==> config.mk <==
export PLATFORM = sky130hd
export DESIGN_NAME = ide_irq_mirror
export DESIGN_NICKNAME = d
export VERILOG_FILES = /design/src/rtl/ide_irq_pkg.sv /design/src/rtl/ide_irq_chan.sv /design/src/rtl/ide_irq_wdec.sv /design/src/rtl/ide_irq_rmux.sv /design/src/rtl/ide_irq_mirror.sv
export SDC_FILE = /design/constraint.sdc
export NUM_CORES = 1
export LEC_CHECK = 0
export ABC_AREA = 1
export BUFFER_PORTS_ARGS = -buffer_cell sky130_fd_sc_hd__buf_2
export CORE_ASPECT_RATIO = 0.9
export CORE_MARGIN = 5
export CORE_UTILIZATION = 27
export CTS_CLUSTER_DIAMETER = 120
export DETAILED_ROUTE_END_ITERATION = 6
export MAX_ROUTING_LAYER = met4
export PLACE_DENSITY = 0.7
export SYNTH_ARGS = -nofsm -noshare
export SYNTH_HDL_FRONTEND = slang
export SYNTH_SLANG_ARGS = --single-unit
export TNS_END_PERCENT = 10
==> constraint.sdc <==
create_clock -name clk -period 1.16 [get_ports clk]
set_clock_uncertainty 0.15 [all_clocks]
set_input_delay 0.058 -clock clk [delete_from_list [all_inputs] [get_ports clk]]
set_output_delay 0.058 -clock clk [all_outputs]
set_load 0.005 [all_outputs]
==> src/rtl/ide_irq_pkg.sv <==
package ide_irq_pkg;
  localparam int CFG_AW = 8;
  localparam int NCH    = 2;

  localparam logic [CFG_AW-1:0] OFF_PIF  = 8'h09;
  localparam logic [CFG_AW-1:0] OFF_IPIN = 8'h3D;
  localparam logic [CFG_AW-1:0] OFF_LEG0 = 8'h50;
  localparam logic [CFG_AW-1:0] OFF_CTRL = 8'h51;
  localparam logic [CFG_AW-1:0] OFF_LEG1 = 8'h57;
  localparam logic [CFG_AW-1:0] OFF_COMB = 8'h71;

  localparam logic [7:0] VAL_PIF  = 8'h8F;
  localparam logic [7:0] VAL_IPIN = 8'h01;

  localparam int LEG0_BIT      = 2;
  localparam int LEG1_BIT      = 4;
  localparam int COMB_FLAG_LSB = 2;
  localparam int COMB_MASK_LSB = 4;
  localparam int CTRL_EN_LSB   = 2;

  typedef logic [NCH-1:0] chvec_t;

  function automatic logic [CFG_AW-1:0] leg_off(input int ch);
    return (ch == 0) ? OFF_LEG0 : OFF_LEG1;
  endfunction

  function automatic int leg_bit(input int ch);
    return (ch == 0) ? LEG0_BIT : LEG1_BIT;
  endfunction
endpackage

==> src/rtl/ide_irq_chan.sv <==
module ide_irq_chan (
  input  logic clk,
  input  logic rst_n,
  input  logic lvl,
  input  logic clr,
  output logic flag
);
  logic lvl_q;
  logic rise, fall;

  assign rise = lvl & ~lvl_q;
  assign fall = ~lvl & lvl_q;

  always_ff @(posedge clk or negedge rst_n) begin
    if (!rst_n) begin
      lvl_q <= 1'b0;
      flag  <= 1'b0;
    end else begin
      lvl_q <= lvl;
      if (rise)             flag <= 1'b1;
      else if (fall || clr) flag <= 1'b0;
    end
  end
endmodule

==> src/rtl/ide_irq_wdec.sv <==
module ide_irq_wdec
  import ide_irq_pkg::*;
#(
  parameter int DW = 32,
  localparam int LANES = DW / 8,
  localparam int LSB_W = $clog2(LANES),
  localparam int WA_W  = CFG_AW - LSB_W
) (
  input  logic             cfg_wr,
  input  logic [WA_W-1:0]  cfg_waddr,
  input  logic [LANES-1:0] cfg_be,
  input  logic [DW-1:0]    cfg_wdata,
  output chvec_t           clr
);
  always_comb begin
    clr = '0;
    for (int l = 0; l < LANES; l++) begin
      logic [CFG_AW-1:0] off;
      logic [7:0]        b;
      off = {cfg_waddr, LSB_W'(l)};
      b   = cfg_wdata[8*l +: 8];
      if (cfg_wr && cfg_be[l]) begin
        for (int c = 0; c < NCH; c++) begin
          if (off == leg_off(c) && b[leg_bit(c)])      clr[c] = 1'b1;
          if (off == OFF_COMB && b[COMB_FLAG_LSB + c]) clr[c] = 1'b1;
        end
      end
    end
  end
endmodule

==> src/rtl/ide_irq_rmux.sv <==
module ide_irq_rmux
  import ide_irq_pkg::*;
#(
  parameter int DW = 32,
  parameter bit SECONDARY_EN = 1'b1,
  localparam int LANES = DW / 8,
  localparam int LSB_W = $clog2(LANES),
  localparam int WA_W  = CFG_AW - LSB_W
) (
  input  logic [WA_W-1:0] cfg_raddr,
  input  chvec_t          flag,
  input  chvec_t          mask,
  output logic [DW-1:0]   cfg_rdata
);
  localparam logic [7:0] CTRL_RST =
    (8'h01 << CTRL_EN_LSB) | (SECONDARY_EN ? (8'h02 << CTRL_EN_LSB) : 8'h00);

  for (genvar l = 0; l < LANES; l++) begin : g_lane
    logic [CFG_AW-1:0] off;
    assign off = {cfg_raddr, LSB_W'(l)};
    always_comb begin
      logic [7:0] b;
      b = 8'h00;
      unique case (off)
        OFF_PIF:  b = VAL_PIF;
        OFF_IPIN: b = VAL_IPIN;
        OFF_CTRL: b = CTRL_RST;
        OFF_LEG0: b[LEG0_BIT] = flag[0];
        OFF_LEG1: b[LEG1_BIT] = flag[1];
        OFF_COMB: begin
          b[COMB_FLAG_LSB +: NCH] = flag;
          b[COMB_MASK_LSB +: NCH] = mask;
        end
        default:  b = 8'h00;
      endcase
      cfg_rdata[8*l +: 8] = b;
    end
  end
endmodule

==> src/rtl/ide_irq_mirror.sv <==
module ide_irq_mirror
  import ide_irq_pkg::*;
#(
  parameter int DW = 32,
  parameter bit SECONDARY_EN = 1'b1,
  localparam int LANES = DW / 8,
  localparam int LSB_W = $clog2(LANES),
  localparam int WA_W  = CFG_AW - LSB_W
) (
  input  logic             clk,
  input  logic             rst_n,
  input  logic             cfg_wr,
  input  logic [WA_W-1:0]  cfg_waddr,
  input  logic [LANES-1:0] cfg_be,
  input  logic [DW-1:0]    cfg_wdata,
  input  logic [WA_W-1:0]  cfg_raddr,
  output logic [DW-1:0]    cfg_rdata,
  input  logic [NCH-1:0]   chan_irq,
  input  logic             blk_wr,
  input  logic [NCH-1:0]   blk_wdata,
  output logic             irq_out
);
  chvec_t chan_clr;
  chvec_t chan_flag;
  chvec_t blk_q;

  ide_irq_wdec #(.DW(DW)) u_wdec (
    .cfg_wr   (cfg_wr),
    .cfg_waddr(cfg_waddr),
    .cfg_be   (cfg_be),
    .cfg_wdata(cfg_wdata),
    .clr      (chan_clr)
  );

  for (genvar c = 0; c < NCH; c++) begin : g_ch
    ide_irq_chan u_chan (
      .clk  (clk),
      .rst_n(rst_n),
      .lvl  (chan_irq[c]),
      .clr  (chan_clr[c]),
      .flag (chan_flag[c])
    );
  end

  always_ff @(posedge clk or negedge rst_n) begin
    if (!rst_n)      blk_q <= '0;
    else if (blk_wr) blk_q <= blk_wdata;
  end

  ide_irq_rmux #(.DW(DW), .SECONDARY_EN(SECONDARY_EN)) u_rmux (
    .cfg_raddr(cfg_raddr),
    .flag     (chan_flag),
    .mask     (blk_q),
    .cfg_rdata(cfg_rdata)
  );

  assign irq_out = |(chan_flag & ~blk_q);
endmodule

# [Word level (Yosys, flattened, before mapping)]
# Cells that the tools add are included.
[word_totals] regBits=6 in_bits=56 out_inout_bits=33 elab_cells=55
[op_classes] eq_ne=8 n_mux=19 bitwise_logic=10 reduce_logical=13
[ops] cell="$eq A6 B5 Y1 const B" count=6
[ops] cell="$mux W1" count=13
[ops] cell="$logic_and A1 B1 Y1" count=7
[ops] cell="$eq A6 B2 Y1 const B" count=1
[ops] cell="$eq A6 B4 Y1 const B" count=1
[ops] cell="$mux W2" count=3
[ops] cell="$and A1 B1 Y1" count=4
[ops] cell="$not A1 Y1" count=4
[ops] cell="$pmux W1 S2" count=2
[ops] cell="$pmux W2 S2" count=1
[ops] cell="$reduce_bool A2 Y1" count=2
[ops] cell="$reduce_or A2 Y1" count=2
[ops] cell="$and A2 B2 Y2" count=1
[ops] cell="$logic_or A1 B1 Y1" count=2
[ops] cell="$not A2 Y2" count=1

# [Longest topological paths before layout]
[depth] depth_word=11 ltp_mapped=6 ltp_nobuf=6

# [Modules after synthesis]
# Synthesis repeated with hierarchy kept, for this count alone.
[unflattened] hier_cells=114 area_unflattened_um2=698.2
[by_module_without_submodules] mod="ide_irq_rmux" instances=1 cells_each=55 area_per_inst_um2=334.1 seq_area_each_um2=0.0
[by_module_without_submodules] mod="ide_irq_chan" instances=2 cells_each=10 area_per_inst_um2=82.6 seq_area_each_um2=50.0
[by_module_without_submodules] mod="ide_irq_wdec" instances=1 cells_each=25 area_per_inst_um2=103.8 seq_area_each_um2=0.0
[by_module_without_submodules] mod="ide_irq_mirror" instances=1 cells_each=14 area_per_inst_um2=95.1 seq_area_each_um2=50.0

# [Worst setup path before layout]
# OpenSTA, ideal clock, no wires.
[synth_path] path_type="reg-to-reg" from="register g_ch[0].u_chan.lvl_q" to="register g_ch[0].u_chan.flag" setup_time_ns=0.065 t_arrival_ns=0.684 setup_slack_ns=0.261 stages_incl_launch_ff=3 n_path_buf=0 synth_period_minus_slack_ns=0.899 cell_sequence="dfrtp_1 -> or2_2 -> nand2_1"
[synth_between] elab_chain_cells=3 word_cells_on_any_way=6
[synth_rtl] element="from (decl)" line="ide_irq_chan.sv:8" rtl="logic lvl_q;"
[synth_rtl] element="from (signal assigned)" line="ide_irq_chan.sv:19" rtl="lvl_q <= lvl;"
[synth_rtl] element="$and A1 B1 Y1 / $not A1 Y1 (equally long branches)" line="ide_irq_chan.sv:12, ide_irq_chan.sv:11"
[synth_rtl] element="$logic_or A1 B1 Y1 / $and A1 B1 Y1 (equally long branches)" line="ide_irq_chan.sv:21, ide_irq_chan.sv:11"
[synth_rtl] element="$reduce_bool A2 Y1 (no line) / $mux W1 (equally long branches)"
[synth_rtl] element="to (signal assigned)" line="ide_irq_chan.sv:17" rtl="flag <= 1'b0;"
[synth_rtl] element="to (signal assigned)" line="ide_irq_chan.sv:20" rtl="if (rise) flag <= 1'b1;"
[synth_rtl] element="to (signal assigned)" line="ide_irq_chan.sv:21" rtl="else if (fall || clr) flag <= 1'b0;"
[synth_rtl] element="to (decl)" line="ide_irq_chan.sv:6" rtl="output logic flag"
# Parallel ways exist; a longest one is shown, timed or not.
# A chain may end at the register's enable or synchronous reset.

# [Worst setup path in the final report]
[layout_path] from="register g_ch[1].u_chan.flag" to="output cfg_rdata[11]"
[layout_between] elab_chain_cells=1
[layout_rtl] element="from (decl)" line="ide_irq_chan.sv:6"
[layout_rtl] element="from (signal assigned)" line="ide_irq_chan.sv:17"
[layout_rtl] element="from (signal assigned)" line="ide_irq_chan.sv:20"
[layout_rtl] element="from (signal assigned)" line="ide_irq_chan.sv:21"
[layout_rtl] element="$pmux W1 S2" line="ide_irq_rmux.sv:24" rtl="unique case (off)"
[layout_rtl] element="to (decl)" line="ide_irq_mirror.sv:17" rtl="output logic [DW-1:0] cfg_rdata,"
# Every way passes these cells.

==> impl_metrics.py <==
metrics = {
    "status": {
        "outcome": "completed",
    },
    "drt": {
        "drt-initial-drc-count": 37,
        "wl_per_cell_um": 8.98,
        "num_vias": 664,
        "via_per_inst": 3.88,
        "drc": 0,
        "drt_wl_total_mm": 1.54,
        "ant_nets": 0,
        "firstDrtPassIters": 4,
    },
    "sta": {
        "setup_viol": 0,
        "finalWorstSetupSlack_ns": 0.0180,
        "finalMaxSlewViolations": 0,
        "fmax_ghz": 0.876,
        "setup_tns_ns": 0,
        "fin_crit_ns": 1.14,
        "hold_violations": 0,
        "rsz0062_at_grt": "true",
        "period_share_pct": 98.4,
    },
    "synth": {
        "synthesis.area_um2": 653,
        "syn_inst": 100,
        "synth_area_per_cell_um2": 6.53,
        "ys_seq_area_share_pct": 23.0,
        "ys_types": 20,
        "yosys_warnings": 0,
        "ys_seq_elements": 6,
    },
    "cells_and_area": {
        "final_nets": 202,
        "post-route-util_pct": 38.4,
        "n_fill_cell": 261,
        "area_growth_pct": 32.0,
        "instances_no_fill": 171,
        "num_antenna_cells": 0,
        "drive_gt1_share_pct": 33.3,
    },
    "power_and_ir_drop": {
        "p_per_area_nw_per_um2": 710,
        "p_leak_nw": 0.539,
        "p_total_w": 0.000612,
        "peakVddDrop_v": 0.000700,
    },
    "floorplanning": {
        "rows": 16,
        "die_area_um2": 3500,
        "num_io_pins": 89,
        "coreArea_um2": 2240,
        "die_y_um": 56.7,
        "start_util_pct": 29.1,
        "die_w_um": 61.8,
    },
    "global_route": {
        "grt_start_max_net_pins": 7,
        "grt_usage_pct": 8.28,
        "overflow": 0,
        "grt_pass1_wl_mm": 2.19,
        "antenna_found_initial": 0,
        "grt_pass1_vias": 560,
    },
    "clocking": {
        "post_cts_buffers": 0,
        "cts_buffer_depth": 2,
        "cts_tree": "built",
        "path_clk_slew_ns": 0.05,
        "cts_sinks": 6,
        "cts_root_buffer": "clkbuf_4",
        "cts_inserted_buffers": 3,
        "htreeDepth": 1,
        "clk_latency_ns": 0.24,
    },
    "setup_path": {
        "crit_family": "flip-flops",
        "required_ns": 0.95,
        "start_kind": "register",
        "cp_max_fo": 4,
        "path_cells": "inv_2 > o211ai_1 > buf_2",
        "arrival_ns": 0.93,
        "crit_slowest_cell": "dfrtp_1",
        "cpPeakStageDelay_ns": 0.33,
        "end_kind": "output pin",
        "crit_type": "register to output pin",
        "cp_num_buf_inv": 2,
    },
    "hold_path": {
        "min_path_type": "input pin to register",
    },
    "place": {
        "port_buffers": 36,
        "dp.cells": 161,
        "dpl.hpwl_mm": 1.32,
        "routabilityCongestion": 0.694,
        "dp_slack_ns": 0.189,
    },
    "run": {
        "maxCapViolations": 0,
    },
}
layer usage:
layer / share of wire, % / vias up / global-route usage, %
li1: - / 348 / -
met1: 41 / 273 / 9.75
met2: 42 / 43 / 12.7
met3: 17 / 0 / 4.59
met4: 0 / 0 / 0.909
met5: 0 / - / -
Yosys cell counts, drive strengths merged:
cell type | number | area [µm²]
nand3 | 9 | 50.1
conb | 1 | 3.75
or2 | 2 | 12.5
buf | 24 | 180
nor3 | 2 | 15.0
o211ai | 2 | 15.0
nand3b | 1 | 7.51
a21oi | 2 | 10.0
nand4 | 1 | 6.26
nor2 | 14 | 62.6
o22ai | 1 | 6.26
nand2 | 15 | 56.3
o21ai | 2 | 10.0
dfrtp | 6 | 150
inv | 18 | 67.6
worst reg2reg max path, cell delays in order, from the launching register on:
cell     delay (ns)
dfrtp_1        0.37
or2_2          0.29
nand2_1        0.07
where the power goes:
part	internal [W]	leakage, nW	switching [W]	total, W
Clock	0.000117	0.0138	0.0000756	0.000193
Combinational	0.0000831	0.456	0.000101	0.000184
Sequential	0.000228	0.0701	0.00000750	0.000235
Total	0.000428	0.539	0.000184	0.000612
placed cells by master (no fill, tap or decap), drive strengths merged:
cell	count
clkbuf	3
nand3	9
nor3	2
buf	36
nand2	15
inv	18
o211ai	2
conb	23
nand3b	1
nand4	1
o22ai	1
dfrtp	6
or2	2
dlygate4sd3	7
a21oi	2
o21ai	2
nor2	14
cell type report:
class,count,area (µm²),area share (%)
multi-input cells,74,338,39.2
clock buffers,3,22.5,2.61
well taps,27,33.8,3.92
flip-flops and latches,6,150,17.4
repair buffers,43,250,29.0
inverters,18,67.6,7.84
kinds of logic after synthesis:
| logic type | count (synthesis) | synth area share (%) |
|---|---|---|
| AOI/OAI and AO/OA | 7 | 6.32 |
| buffers and inverters | 42 | 37.9 |
| DFF | 6 | 23.0 |
| other | 1 | 0.574 |
| and+or+nand+nor | 44 | 32.2 |
through the flow:
step | cell area (µm²) | hold WS, ns
5_1_grt | 862 | 0.0490
6_report | 862 | 0.00636
4_1_cts | 862 | 0.00201
3_3_place_gp | 769 | -0.262
3_5_place_dp | 769 | -0.260
2_1_floorplan | 736 | -0.388
what timing repair did:
item                                    in CTS  in global routing
endpoints found under the setup margin       3                  3
hold endpoints to repair                    11                  0
pin swaps                                    1                  0
resized for setup                            2                  0
hold buffers                                 7                  0
final timing paths:
kind | startpoint | end | slack, ns | depth (start not counted)
setup / recovery | g_ch[1].u_chan.flag | cfg_rdata[11] | 0.02 | 3
hold / removal | cfg_waddr[1] | g_ch[1].u_chan.flag | 0.006 | 5
setup reg to reg | g_ch[1].u_chan.lvl_q | g_ch[1].u_chan.flag | 0.22 | 2
hold reg to reg | g_ch[0].u_chan.lvl_q | g_ch[0].u_chan.flag | 0.36 | 2
max in group asynchronous | rst_n | blk_q[1] | 0.68 | 2
min in group asynchronous | rst_n | g_ch[1].u_chan.lvl_q | 0.04 | 2
flip-flops by register name (all words and copies together) (netlist names):
register           count
g_ch.u_chan.lvl_q      2
g_ch.u_chan.flag       2
blk_q                  2
Power figures use the tool's default switching activity.
